==> src/rtl/lock_seq_pkg.sv <==
package lock_seq_pkg;
  localparam int unsigned DW = 32;

  typedef enum logic [1:0] {OP_GACQ = 2'd0, OP_LACQ = 2'd1, OP_GREL = 2'd2, OP_LREL = 2'd3} op_e;
  typedef enum logic [1:0] {CMD_READ = 2'd0, CMD_WRITE = 2'd1, CMD_SWAP = 2'd2, CMD_CLRD = 2'd3} cmd_e;
  typedef enum logic [3:0] {
    S_IDLE, S_RD1, S_RD2, S_RDLIT, S_RDVAL, S_SYN1, S_RDLK0, S_RDLK1,
    S_EVAL, S_SWAP, S_CLRD, S_WRHLI, S_SYN2, S_RDHND, S_DONE
  } st_e;

  function automatic logic [DW-1:0] addr_mask(input logic [DW-1:0] a, input logic amode);
    return amode ? {1'b0, a[DW-2:0]} : {8'h00, a[DW-9:0]};
  endfunction

  function automatic logic is_acq(input op_e op);
    return (op == OP_GACQ) || (op == OP_LACQ);
  endfunction
endpackage

==> src/rtl/lock_seq_eval.sv <==
module lock_seq_eval
  import lock_seq_pkg::*;
#(
  parameter int unsigned LOCAL_BIT  = 0,
  parameter int unsigned GLOBAL_BIT = 1
) (
  input  op_e           op_i,
  input  logic [DW-1:0] hli_i,
  input  logic [DW-1:0] op1w_i,
  input  logic [DW-1:0] lk0_i,
  input  logic [DW-1:0] lk1_i,
  output logic          pass_o,
  output logic [DW-1:0] hli_new_o,
  output logic [4:0]    lit_off_o
);
  logic has_l, has_g;
  assign has_l = hli_i[LOCAL_BIT];
  assign has_g = hli_i[GLOBAL_BIT];

  always_comb begin
    hli_new_o = hli_i;
    unique case (op_i)
      OP_GACQ: begin
        pass_o = has_l && !has_g && (lk0_i == '0);
        hli_new_o[GLOBAL_BIT] = 1'b1;
        lit_off_o = 5'd8;
      end
      OP_LACQ: begin
        pass_o = (lk0_i == '0);
        hli_new_o[LOCAL_BIT] = 1'b1;
        lit_off_o = 5'd16;
      end
      OP_GREL: begin
        pass_o = (lk0_i == op1w_i) && has_g && (lk1_i == '0);
        hli_new_o[GLOBAL_BIT] = 1'b0;
        lit_off_o = 5'd4;
      end
      default: begin
        pass_o = has_l && !has_g && (lk1_i == '0);
        hli_new_o[LOCAL_BIT] = 1'b0;
        lit_off_o = 5'd12;
      end
    endcase
  end
endmodule

==> src/rtl/lock_seq_agen.sv <==
module lock_seq_agen
  import lock_seq_pkg::*;
#(
  parameter int unsigned LOCAL_OFF = 32'h80
) (
  input  logic          amode_i,
  input  op_e           op_i,
  input  logic [DW-1:0] op1_addr_i,
  input  logic [DW-1:0] op2_addr_i,
  input  logic [DW-1:0] op1_word_i,
  input  logic [DW-1:0] lock_ptr_i,
  input  logic [DW-1:0] lit_i,
  input  logic [4:0]    lit_off_i,
  output logic [DW-1:0] a_op1_o,
  output logic [DW-1:0] a_op2_o,
  output logic [DW-1:0] a_lit_o,
  output logic [DW-1:0] a_val_o,
  output logic [DW-1:0] a_lock_o,
  output logic [DW-1:0] a_lock1_o,
  output logic [DW-1:0] a_hnd_o,
  output logic          lock_ok_o
);
  logic [DW-1:0] ascb;
  assign ascb     = addr_mask(op1_word_i, amode_i);
  assign a_op1_o  = addr_mask(op1_addr_i, amode_i);
  assign a_op2_o  = addr_mask(op2_addr_i, amode_i);
  assign a_lit_o  = addr_mask(a_op2_o + 32'd4, amode_i);
  assign a_val_o  = addr_mask(a_op2_o - 32'd4, amode_i);
  assign a_lock_o = (op_i == OP_GACQ || op_i == OP_GREL) ? addr_mask(lock_ptr_i, amode_i)
                                                         : addr_mask(ascb + DW'(LOCAL_OFF), amode_i);
  assign a_lock1_o = addr_mask(a_lock_o + 32'd4, amode_i);
  assign a_hnd_o   = addr_mask(addr_mask(lit_i, amode_i) - {27'd0, lit_off_i}, amode_i);
  assign lock_ok_o = (a_lock_o[2:0] == 3'b000);
endmodule

==> src/rtl/lock_seq.sv <==
module lock_seq
  import lock_seq_pkg::*;
#(
  parameter int unsigned LOCAL_OFF  = 32'h80,
  parameter int unsigned LOCAL_BIT  = 0,
  parameter int unsigned GLOBAL_BIT = 1
) (
  input  logic        clk_i,
  input  logic        rst_ni,
  input  logic        start_i,
  input  logic [1:0]  op_i,
  input  logic        fast_i,
  input  logic        amode_i,
  input  logic [31:0] op1_addr_i,
  input  logic [31:0] op2_addr_i,
  input  logic [31:0] lock_ptr_i,
  input  logic [31:0] next_ia_i,
  output logic        mem_req_o,
  output logic [1:0]  mem_cmd_o,
  output logic [31:0] mem_addr_o,
  output logic [31:0] mem_wdata_o,
  input  logic        mem_ack_i,
  input  logic        mem_ok_i,
  input  logic [31:0] mem_rdata_i,
  output logic        sync_o,
  output logic        done_o,
  output logic        spec_o,
  output logic        r12_we_o,
  output logic [31:0] r12_o,
  output logic        r13_we_o,
  output logic [31:0] r13_o,
  output logic        pc_we_o,
  output logic [31:0] pc_o
);
  st_e           st_q;
  op_e           op_q;
  logic          amode_q, spec_q, fail_q, succ_q;
  logic [DW-1:0] op1a_q, op2a_q, lkp_q, op1w_q, hli_q, lit_q, val_q, lk0_q, lk1_q, r13_q;
  logic [DW-2:0] nia_q;

  logic [DW-1:0] a_op1, a_op2, a_lit, a_val, a_lock, a_lock1, a_hnd, hli_new;
  logic          lock_ok, pass;
  logic [4:0]    lit_off;
  st_e           lock_nxt;

  lock_seq_eval #(.LOCAL_BIT(LOCAL_BIT), .GLOBAL_BIT(GLOBAL_BIT)) u_eval (
    .op_i(op_q), .hli_i(hli_q), .op1w_i(op1w_q), .lk0_i(lk0_q), .lk1_i(lk1_q),
    .pass_o(pass), .hli_new_o(hli_new), .lit_off_o(lit_off)
  );

  lock_seq_agen #(.LOCAL_OFF(LOCAL_OFF)) u_agen (
    .amode_i(amode_q), .op_i(op_q), .op1_addr_i(op1a_q), .op2_addr_i(op2a_q),
    .op1_word_i(op1w_q), .lock_ptr_i(lkp_q), .lit_i(lit_q), .lit_off_i(lit_off),
    .a_op1_o(a_op1), .a_op2_o(a_op2), .a_lit_o(a_lit), .a_val_o(a_val),
    .a_lock_o(a_lock), .a_lock1_o(a_lock1), .a_hnd_o(a_hnd), .lock_ok_o(lock_ok)
  );

  // after setup reads: misaligned lock ends, acquire serializes first
  assign lock_nxt = !lock_ok ? S_DONE : (is_acq(op_q) ? S_SYN1 : S_RDLK0);

  always_ff @(posedge clk_i or negedge rst_ni) begin
    if (!rst_ni) begin
      st_q <= S_IDLE; op_q <= OP_GACQ; amode_q <= 1'b0;
      spec_q <= 1'b0; fail_q <= 1'b0; succ_q <= 1'b0;
      op1a_q <= '0; op2a_q <= '0; lkp_q <= '0; nia_q <= '0;
      op1w_q <= '0; hli_q <= '0; lit_q <= '0; val_q <= '0;
      lk0_q <= '0; lk1_q <= '0; r13_q <= '0;
    end else begin
      unique case (st_q)
        S_IDLE: if (start_i) begin
          op_q <= op_e'(op_i); amode_q <= amode_i;
          op1a_q <= op1_addr_i; op2a_q <= op2_addr_i; lkp_q <= lock_ptr_i;
          nia_q <= next_ia_i[DW-2:0];
          spec_q <= 1'b0; fail_q <= 1'b0; succ_q <= 1'b0;
          lk1_q <= '0;
          if (fast_i) st_q <= S_DONE;
          else if (op1_addr_i[1:0] != 2'b00 || op2_addr_i[1:0] != 2'b00) begin
            spec_q <= 1'b1; st_q <= S_DONE;
          end else st_q <= S_RD1;
        end
        S_RD1: if (mem_ack_i) begin op1w_q <= mem_rdata_i; st_q <= S_RD2; end
        S_RD2: if (mem_ack_i) begin hli_q <= mem_rdata_i; st_q <= S_RDLIT; end
        S_RDLIT: if (mem_ack_i) begin
          lit_q <= mem_rdata_i;
          if (op_q == OP_LACQ) st_q <= S_RDVAL;
          else begin st_q <= lock_nxt; spec_q <= !lock_ok; end
        end
        S_RDVAL: if (mem_ack_i) begin
          val_q <= mem_rdata_i; st_q <= lock_nxt; spec_q <= !lock_ok;
        end
        S_SYN1: st_q <= S_RDLK0;
        S_RDLK0: if (mem_ack_i) begin
          lk0_q <= mem_rdata_i;
          st_q <= is_acq(op_q) ? S_EVAL : S_RDLK1;
        end
        S_RDLK1: if (mem_ack_i) begin lk1_q <= mem_rdata_i; st_q <= S_EVAL; end
        S_EVAL: st_q <= !pass ? S_RDHND : (is_acq(op_q) ? S_SWAP : S_CLRD);
        S_SWAP, S_CLRD: if (mem_ack_i) st_q <= mem_ok_i ? S_WRHLI : S_RDHND;
        S_WRHLI: if (mem_ack_i) begin
          succ_q <= 1'b1;
          st_q <= is_acq(op_q) ? S_SYN2 : S_DONE;
        end
        S_SYN2: st_q <= S_DONE;
        S_RDHND: if (mem_ack_i) begin
          r13_q <= mem_rdata_i; fail_q <= 1'b1; st_q <= S_DONE;
        end
        default: st_q <= S_IDLE;
      endcase
    end
  end

  always_comb begin
    mem_req_o   = 1'b1;
    mem_cmd_o   = CMD_READ;
    mem_addr_o  = '0;
    mem_wdata_o = '0;
    unique case (st_q)
      S_RD1:   mem_addr_o = a_op1;
      S_RD2:   mem_addr_o = a_op2;
      S_RDLIT: mem_addr_o = a_lit;
      S_RDVAL: mem_addr_o = a_val;
      S_RDLK0: mem_addr_o = a_lock;
      S_RDLK1: mem_addr_o = a_lock1;
      S_RDHND: mem_addr_o = a_hnd;
      S_SWAP: begin
        mem_cmd_o = CMD_SWAP; mem_addr_o = a_lock;
        mem_wdata_o = (op_q == OP_GACQ) ? op1w_q : val_q;
      end
      S_CLRD: begin
        mem_cmd_o = CMD_CLRD; mem_addr_o = a_lock; mem_wdata_o = lk0_q;
      end
      S_WRHLI: begin
        mem_cmd_o = CMD_WRITE; mem_addr_o = a_op2; mem_wdata_o = hli_new;
      end
      default: mem_req_o = 1'b0;
    endcase
  end

  assign sync_o   = (st_q == S_SYN1) || (st_q == S_SYN2);
  assign done_o   = (st_q == S_DONE);
  assign spec_o   = done_o && spec_q;
  assign r13_we_o = done_o && (succ_q || fail_q);
  assign r13_o    = fail_q ? r13_q : '0;
  assign r12_we_o = done_o && fail_q;
  assign r12_o    = {1'b0, nia_q};
  assign pc_we_o  = done_o && fail_q;
  assign pc_o     = addr_mask(r13_q, amode_q);
endmodule

==> config.mk <==
export PLATFORM = sky130hd
export DESIGN_NAME = lock_seq
export DESIGN_NICKNAME = d
export VERILOG_FILES = /design/src/rtl/lock_seq_pkg.sv /design/src/rtl/lock_seq_eval.sv /design/src/rtl/lock_seq_agen.sv /design/src/rtl/lock_seq.sv
export SDC_FILE = /design/constraint.sdc
export NUM_CORES = 1
export LEC_CHECK = 0
export BUFFER_PORTS_ARGS = -buffer_cell sky130_fd_sc_hd__buf_4
export CAP_MARGIN = 20
export CELL_PAD_IN_SITES_DETAIL_PLACEMENT = 0
export CELL_PAD_IN_SITES_GLOBAL_PLACEMENT = 1
export CORE_AREA = 2 2 285 174
export DETAILED_ROUTE_END_ITERATION = 10
export DIE_AREA = 0 0 287 176
export PLACE_DENSITY_LB_ADDON = 0.1
export SYNTH_ARGS = -nofsm -noshare
export SYNTH_HDL_FRONTEND = slang
export SYNTH_SLANG_ARGS = --single-unit
==> constraint.sdc <==
create_clock -name clk_i -period 12.4 [get_ports clk_i]
set_clock_uncertainty 0.15 [all_clocks]
set_input_delay 1.86 -clock clk_i [delete_from_list [all_inputs] [get_ports clk_i]]
set_output_delay 1.86 -clock clk_i [all_outputs]
set_load 0.02 [all_outputs]
== Word level (Yosys, flattened, before mapping) ==
Cells that the tools add are included.

* Output and inout port bits: 169
* Bits in registers: 357
* Logic and storage cells: 150

* Eq/ne operators: 28
* Multiplexer cells: 57
* Add/subtract/negate cells: 5
* Reductions and logical operators: 43

{| class="wikitable"
|+ Operators with widths
! cell !! number
|-
| two-way mux 31 bit || 12
|-
| case mux 32 bit (7 select lines) || 1
|-
| two-way mux 32 bit || 4
|-
| case mux 32 bit (3 select lines) || 1
|-
| zero test 32 bit || 2
|-
| case mux 32 bit (2 select lines) || 1
|-
| adder 31 x 3 -> 31 bit (second input constant) || 2
|-
| two-way mux 4 bit || 15
|-
| case mux 4 bit (13 select lines) || 1
|-
| equality test 32 bit || 1
|-
| adder 31 x 8 -> 31 bit (second input constant) || 1
|-
| subtractor 31 x 3 -> 31 bit (second input constant) || 1
|-
| subtractor 31 x 5 -> 31 bit || 1
|-
| equality test 4 bit (second input constant) || 7
|-
| != test 2 bit (second input constant) || 11
|-
| equality test 4 x 3 -> 1 bit (second input constant) || 4
|-
| case mux 5 bit (3 select lines) || 1
|-
| AND reduction 2 bit || 7
|-
| AND reduction 10 bit || 1
|-
| nonzero test 2 bit || 5
|-
| OR reduction 10 bit || 1
|-
| two-way mux 1 bit || 9
|-
| AND reduction 3 bit || 3
|-
| equality test 4 x 2 -> 1 bit (second input constant) || 2
|-
| other kinds (18) || 39
|}

== Longest topological paths before layout ==
* Word-level depth: 9
* Depth in mapped cells: 19
* Mapped depth without buffers: 14

== Cells and area by module ==
From an unflattened synthesis, not the netlist that was laid out.

* Cells, all modules: 2257
* Area, all modules: 21016.4 um^2

{| class="wikitable"
|+ Modules (own cells, without submodules)
! module !! area an instance (um^2) !! times used !! cells an instance !! sequential area each (um^2)
|-
| lock_seq || 16266.9 || 1 || 1536 || 9033.7
|-
| lock_seq_agen || 3888.7 || 1 || 607 || 0.0
|-
| lock_seq_eval || 860.8 || 1 || 114 || 0.0
|}

== Worst setup path after synthesis ==
OpenSTA, ideal clock, no wires.

* Path kind: register -> output
* Start: register op_q[0]
* End: output mem_addr_o[30]
* Slack: 5.978 ns
* Cell stages (with the launch flop): 20
* Data required time: 10.390 ns
* Arrival time: 4.412 ns
* Path through: dfrtp_1 > inv_1 > ha_1 > buf_2 > nor2_1 > buf_1 > clkbuf_1 > buf_2 > clkbuf_1 > nand2_1 > nand2_1 > ha_1 > nand4_1 > nor3_1 > o21ai_1 > a2111oi_0 > nand2_1 > nor4_4 > mux2_1 > o211ai_1

* Cells in the longest elaborated chain, start to end: 6
* Elaborated cells between the ends (all ways): 11

{| class="wikitable"
|+ RTL lines
! item !! line !! text
|-
| start, declared || lock_seq.sv:36 || <nowiki>op_e op_q;</nowiki>
|-
| start signal, assigned || lock_seq.sv:71 || <nowiki>op_q <= op_e'(op_i); amode_q <= amode_i;</nowiki>
|-
| equality test 2 bit or zero test 2 bit (tied branches) || lock_seq_eval.sv:22, lock_seq_agen.sv:29 ||
|-
| logical OR 1 bit || lock_seq_agen.sv:29 || <nowiki>assign a_lock_o = (op_i == OP_GACQ || op_i == OP_GREL) ? addr_mask(lock_ptr_i, amode_i)</nowiki>
|-
| two-way mux 31 bit || lock_seq_agen.sv:29 ||
|-
| adder 31 x 3 -> 31 bit || lock_seq_agen.sv:31 || <nowiki>assign a_lock1_o = addr_mask(a_lock_o + 32'd4, amode_i);</nowiki>
|-
| two-way mux 31 bit || lock_seq_pkg.sv:12 || <nowiki>return amode ? {1'b0, a[DW-2:0]} : {8'h00, a[DW-9:0]};</nowiki>
|-
| case mux 32 bit (7 select lines) * || lock_seq.sv:117 || <nowiki>unique case (st_q)</nowiki>
|-
| end, declared || lock_seq.sv:20 || <nowiki>output logic [31:0] mem_addr_o,</nowiki>
|}

Every way passes the cells marked *; elsewhere a longest branch is shown, timed or not.

== Worst setup path in the final report ==
Ends and elaborated chain as after synthesis.

==> results list <==
- Global-route wire length before repair: 101000 um
- In the routed design, unresolved DRC markers number 0.
* Largest stage delay, worst path: 730 ps
- Cells with a size suffix above 1 make up 35.5% of the layout.
- PostCTS Resize Cnt: 0
- Synthesis instantiated 84 different standard cells from the library.
- Registers take 8930 um2.
- Max-slew headroom: 19.8%
- Postcts setup bufs: 0
- Peak supply drop: 0.000123 V
* Final-report setup violation count: 0
- The finished cells cover 24400 um2.
- The number of global-route vias before repair was 15900.
- Max-cap violations in this run came to 0.
- In this run the worst hold path is classified as flip-flop to flip-flop.
- Setup repair after global routing missed its margin: false
* CTS Root Cell: sky130_fd_sc_hd__clkbuf_16
- Overall routed net length: 67000 um
- For this run, the top clock speed supported by timing is 130 MHz.
- From bottom edge to top edge, the die measures 176 um.
- The share of the Yosys chip area taken by registers is 43.8%.
- Io pins: 338
- Slack of the worst reg-to-reg path: 7970 ps
* Number of hold violations in the final report: 0
* Time the final worst path needs with I/O delays and setup: 7680 ps
- Summed instance area of the synthesized netlist: 20400 um2
* Final antenna-violating net count: 0
* Initial core utilization: 42.9%
- Filler cell count in the final layout: 4365
- Multi-input logic area: 10700 um2
* Sort of element at the end of the critical path: primary output
- Total gr overflow: 0
- Primary FF master, synth: sky130_fd_sc_hd__dfrtp_1
- Highest-delay cell along the critical path: sky130_fd_sc_hd__or2_2
- Pre-antenna DRT Iters: 7
- 0 antenna diodes ended up in the layout.
* Initial antenna violation count: 0
- After routing, the total negative slack on setup checks comes to 0 ps.
- Walking the worst path, the cells encountered are inv_1, ha_2, buf_4, or2_2, nand2_1, nand2_1, ha_1, nand4_1, nor3_1, o21ai_1, a2111oi_0, nand2_1, nor4_4, mux2_1, o211ai_1, buf_4.
- Arrival time of the worst setup path: 5670 ps
- Layout Area Growth over Synthesis: 19.3%
- The die covers 50500 um2.
- Worst-path clk slew: 60 ps
- The H-tree was split into 2 levels.
- Worst skew pair latency: 540 ps
- Number of vias per cell: 5.79
- Of all nets on the critical path, the largest fanout is 43.
* Power density normalized to cell area: 281 nW/um2
- Across every metal layer, demand over resource in global routing totals 25.9%.
* Final setup margin: 4720 ps
- The clock drives 357 sinks.
- Num CTS Buffers: 37
- Total leakage power: 10.7 nW
- The count of pins over their slew limit came to 0.
* HPWL after DPL: 49400 um
* Critical Setup Path Class: flip-flop to primary output
- Yosys warning total: 0
- RD Place Congestion: 0.881
- Count of flip-flops with a built-in enable after synthesis: 0
- For this run, the post-layout net count is 2393.
* Part of the cycle the worst path needs: 61.9%
- Post-synth ARST share: 100%
* Worst setup slack before clock tree synthesis: 5300 ps
- In this run the cell area measured after placement is 23200 um2.
* Avg Cell Area, Syn: 10.3 um2
- For this design, the CTS-stage hold fixing added 0 buffers.
* Post-DR wirelength/cell: 23.3 um
- The worst setup path is launched from a flip-flop.
- Data on the critical path is required at its endpoint by 10390 ps.
- Actual transition at the worst max-transition pin: 1200 ps
* Std-Cell Rows: 62
- Across all layers, the routed design uses 16700 vias.
- Counting along the longest clock path gives a buffer depth of 3.
- Most frequent CP cell: sky130_fd_sc_hd__nand2_1
* Largest net degree at the start of global routing: 100
- Clock tree from TritonCTS: done
- Number of synthesized register bits: 357
- The flow ran to the end, and the final reports show no timing, DRC or antenna violations.
- Core footprint: 47600 um2
* Horizontal die dimension: 287 um
- Number of instances in the synthesized netlist: 1981
- Starting DRT DRC Count: 1538
* Port Buf Inserts: 330
[logic make-up (layout without fill, tap and decap cells)]
| group | after synthesis | after routing | share of synthesized area (%) |
|---|---|---|---|
| AND/OR/NAND/NOR | 612 | 612 | 15.1 |
| multiplexers | 387 | 387 | 21.1 |
| flip-flops | 357 | 357 | 43.8 |
| AO/OA/AOI/OAI | 306 | 306 | 10.1 |
| buffers and inverters | 191 | 445 | 4.16 |
| XOR/XNOR | 115 | 115 | 4.93 |
| adder cells (fa/ha/maj) | 12 | 12 | 0.772 |
| other | 1 | 3 | 0.0184 |
[per-layer routing]
metal | vias to the layer above | part of all wire [%] | track usage, %
met5 | - | 0 | 0
met4 | 0 | 1.3 | 4.14
met3 | 56 | 5.4 | 3.60
met2 | 507 | 44 | 38.4
met1 | 8495 | 49 | 40.5
li1 | 7600 | - | -
[synth_stat cells, drive strengths merged, types with 11 or more instances]
| cell type | count | area, um2 |
|---|---|---|
| nand2 | 169 | 634 |
| and3 | 13 | 81.3 |
| mux2 | 351 | 3950 |
| a21oi | 71 | 355 |
| mux2i | 36 | 360 |
| nand4 | 20 | 131 |
| a221oi | 12 | 105 |
| and2 | 47 | 294 |
| dfrtp | 357 | 8930 |
| inv | 22 | 82.6 |
| nand3 | 65 | 325 |
| o2111ai | 11 | 120 |
| o21ai | 83 | 415 |
| o221ai | 12 | 105 |
| nor4 | 51 | 347 |
| buf | 67 | 383 |
| a31oi | 13 | 87.6 |
| clkbuf | 102 | 384 |
| xor2 | 60 | 526 |
| nor3 | 44 | 220 |
| ha | 11 | 138 |
| nor2 | 132 | 495 |
| xnor2 | 55 | 482 |
| o211ai | 13 | 97.6 |
| a22oi | 12 | 90.1 |
[worst max-delay path: cells and delay by family (launching register included)]
kind | cells | cell delay, ps
AO/OA/AOI/OAI | 3 | 1080
adder cells (fa/ha/maj) | 2 | 390
buffers and inverters | 3 | 890
flip-flops | 1 | 470
multiplexers | 1 | 350
AND/OR/NAND/NOR | 7 | 1920
[where the power goes]
group	switching, W	internal (W)	leakage (nW)
clock	0.000476	0.000603	0.562
combinational	0.00185	0.00151	5.74
sequential	0.000683	0.00173	4.43
[placed cells by master, fill, tap and decap left out, types with 19 or more instances in the layout]
cell                        netlist  layout
sky130_fd_sc_hd__buf_4           30     357
sky130_fd_sc_hd__dfrtp_1        357     356
sky130_fd_sc_hd__mux2_2         350     350
sky130_fd_sc_hd__nand2_1        169     168
sky130_fd_sc_hd__nor2_1         132     129
sky130_fd_sc_hd__o21ai_0         80      80
sky130_fd_sc_hd__a21oi_1         71      71
sky130_fd_sc_hd__nand3_1         65      64
sky130_fd_sc_hd__xor2_1          60      60
sky130_fd_sc_hd__xnor2_1         55      55
sky130_fd_sc_hd__nor4_1          48      48
sky130_fd_sc_hd__and2_1          47      47
sky130_fd_sc_hd__nor3_1          44      41
sky130_fd_sc_hd__clkbuf_16        0      37
sky130_fd_sc_hd__mux2i_1         36      36
sky130_fd_sc_hd__inv_1           22      22
sky130_fd_sc_hd__nand4_1         19      19
[state kept, by name (all words and copies together), names as in the netlist, 32 cells and up]
signal / count
r13_q: 32
hli_q: 32
val_q: 32
lk0_q: 32
lk1_q: 32
op1w_q: 32
[metrics by stage]
step | hold slack [ps] | power (W) | util (%) | instances
final | 352 | 0.00685 | 51.1 | 2877
after global placement | 323 | 0.00569 | 48.7 | 2812
after floorplan | 308 | 0.00453 | - | 1983
after global routing | 363 | 0.00726 | 51.1 | 2877
after detailed placement | 337 | 0.00575 | 48.7 | 2812
after CTS | 353 | 0.00685 | 51.1 | 2876
[cell type report]
cell class,instances,share of cell area (%)
Inverter,22,0.339
Sequential cell,357,36.7
Timing Repair Buffer,359,11.2
Clock buffer,52,4.24
Tap cell,640,3.29
Multi-Input combinational cell,1435,43.9
Clock inverter,12,0.395
[path summary, 6_finish.rpt]
path	endpoint	start	depth (start not counted)
worst max-delay path	mem_addr_o[30]	op_q[0]	16
worst min-delay path	hli_q[31]	hli_q[31]	1
worst max register to register	op2a_q[29]	st_q[1]	6
worst min register to register	hli_q[31]	hli_q[31]	1
max in group asynchronous	op_q[1]	rst_ni	3
min in group asynchronous	r13_q[24]	rst_ni	1
No activity file was read; power rests on OpenSTA's default activity.
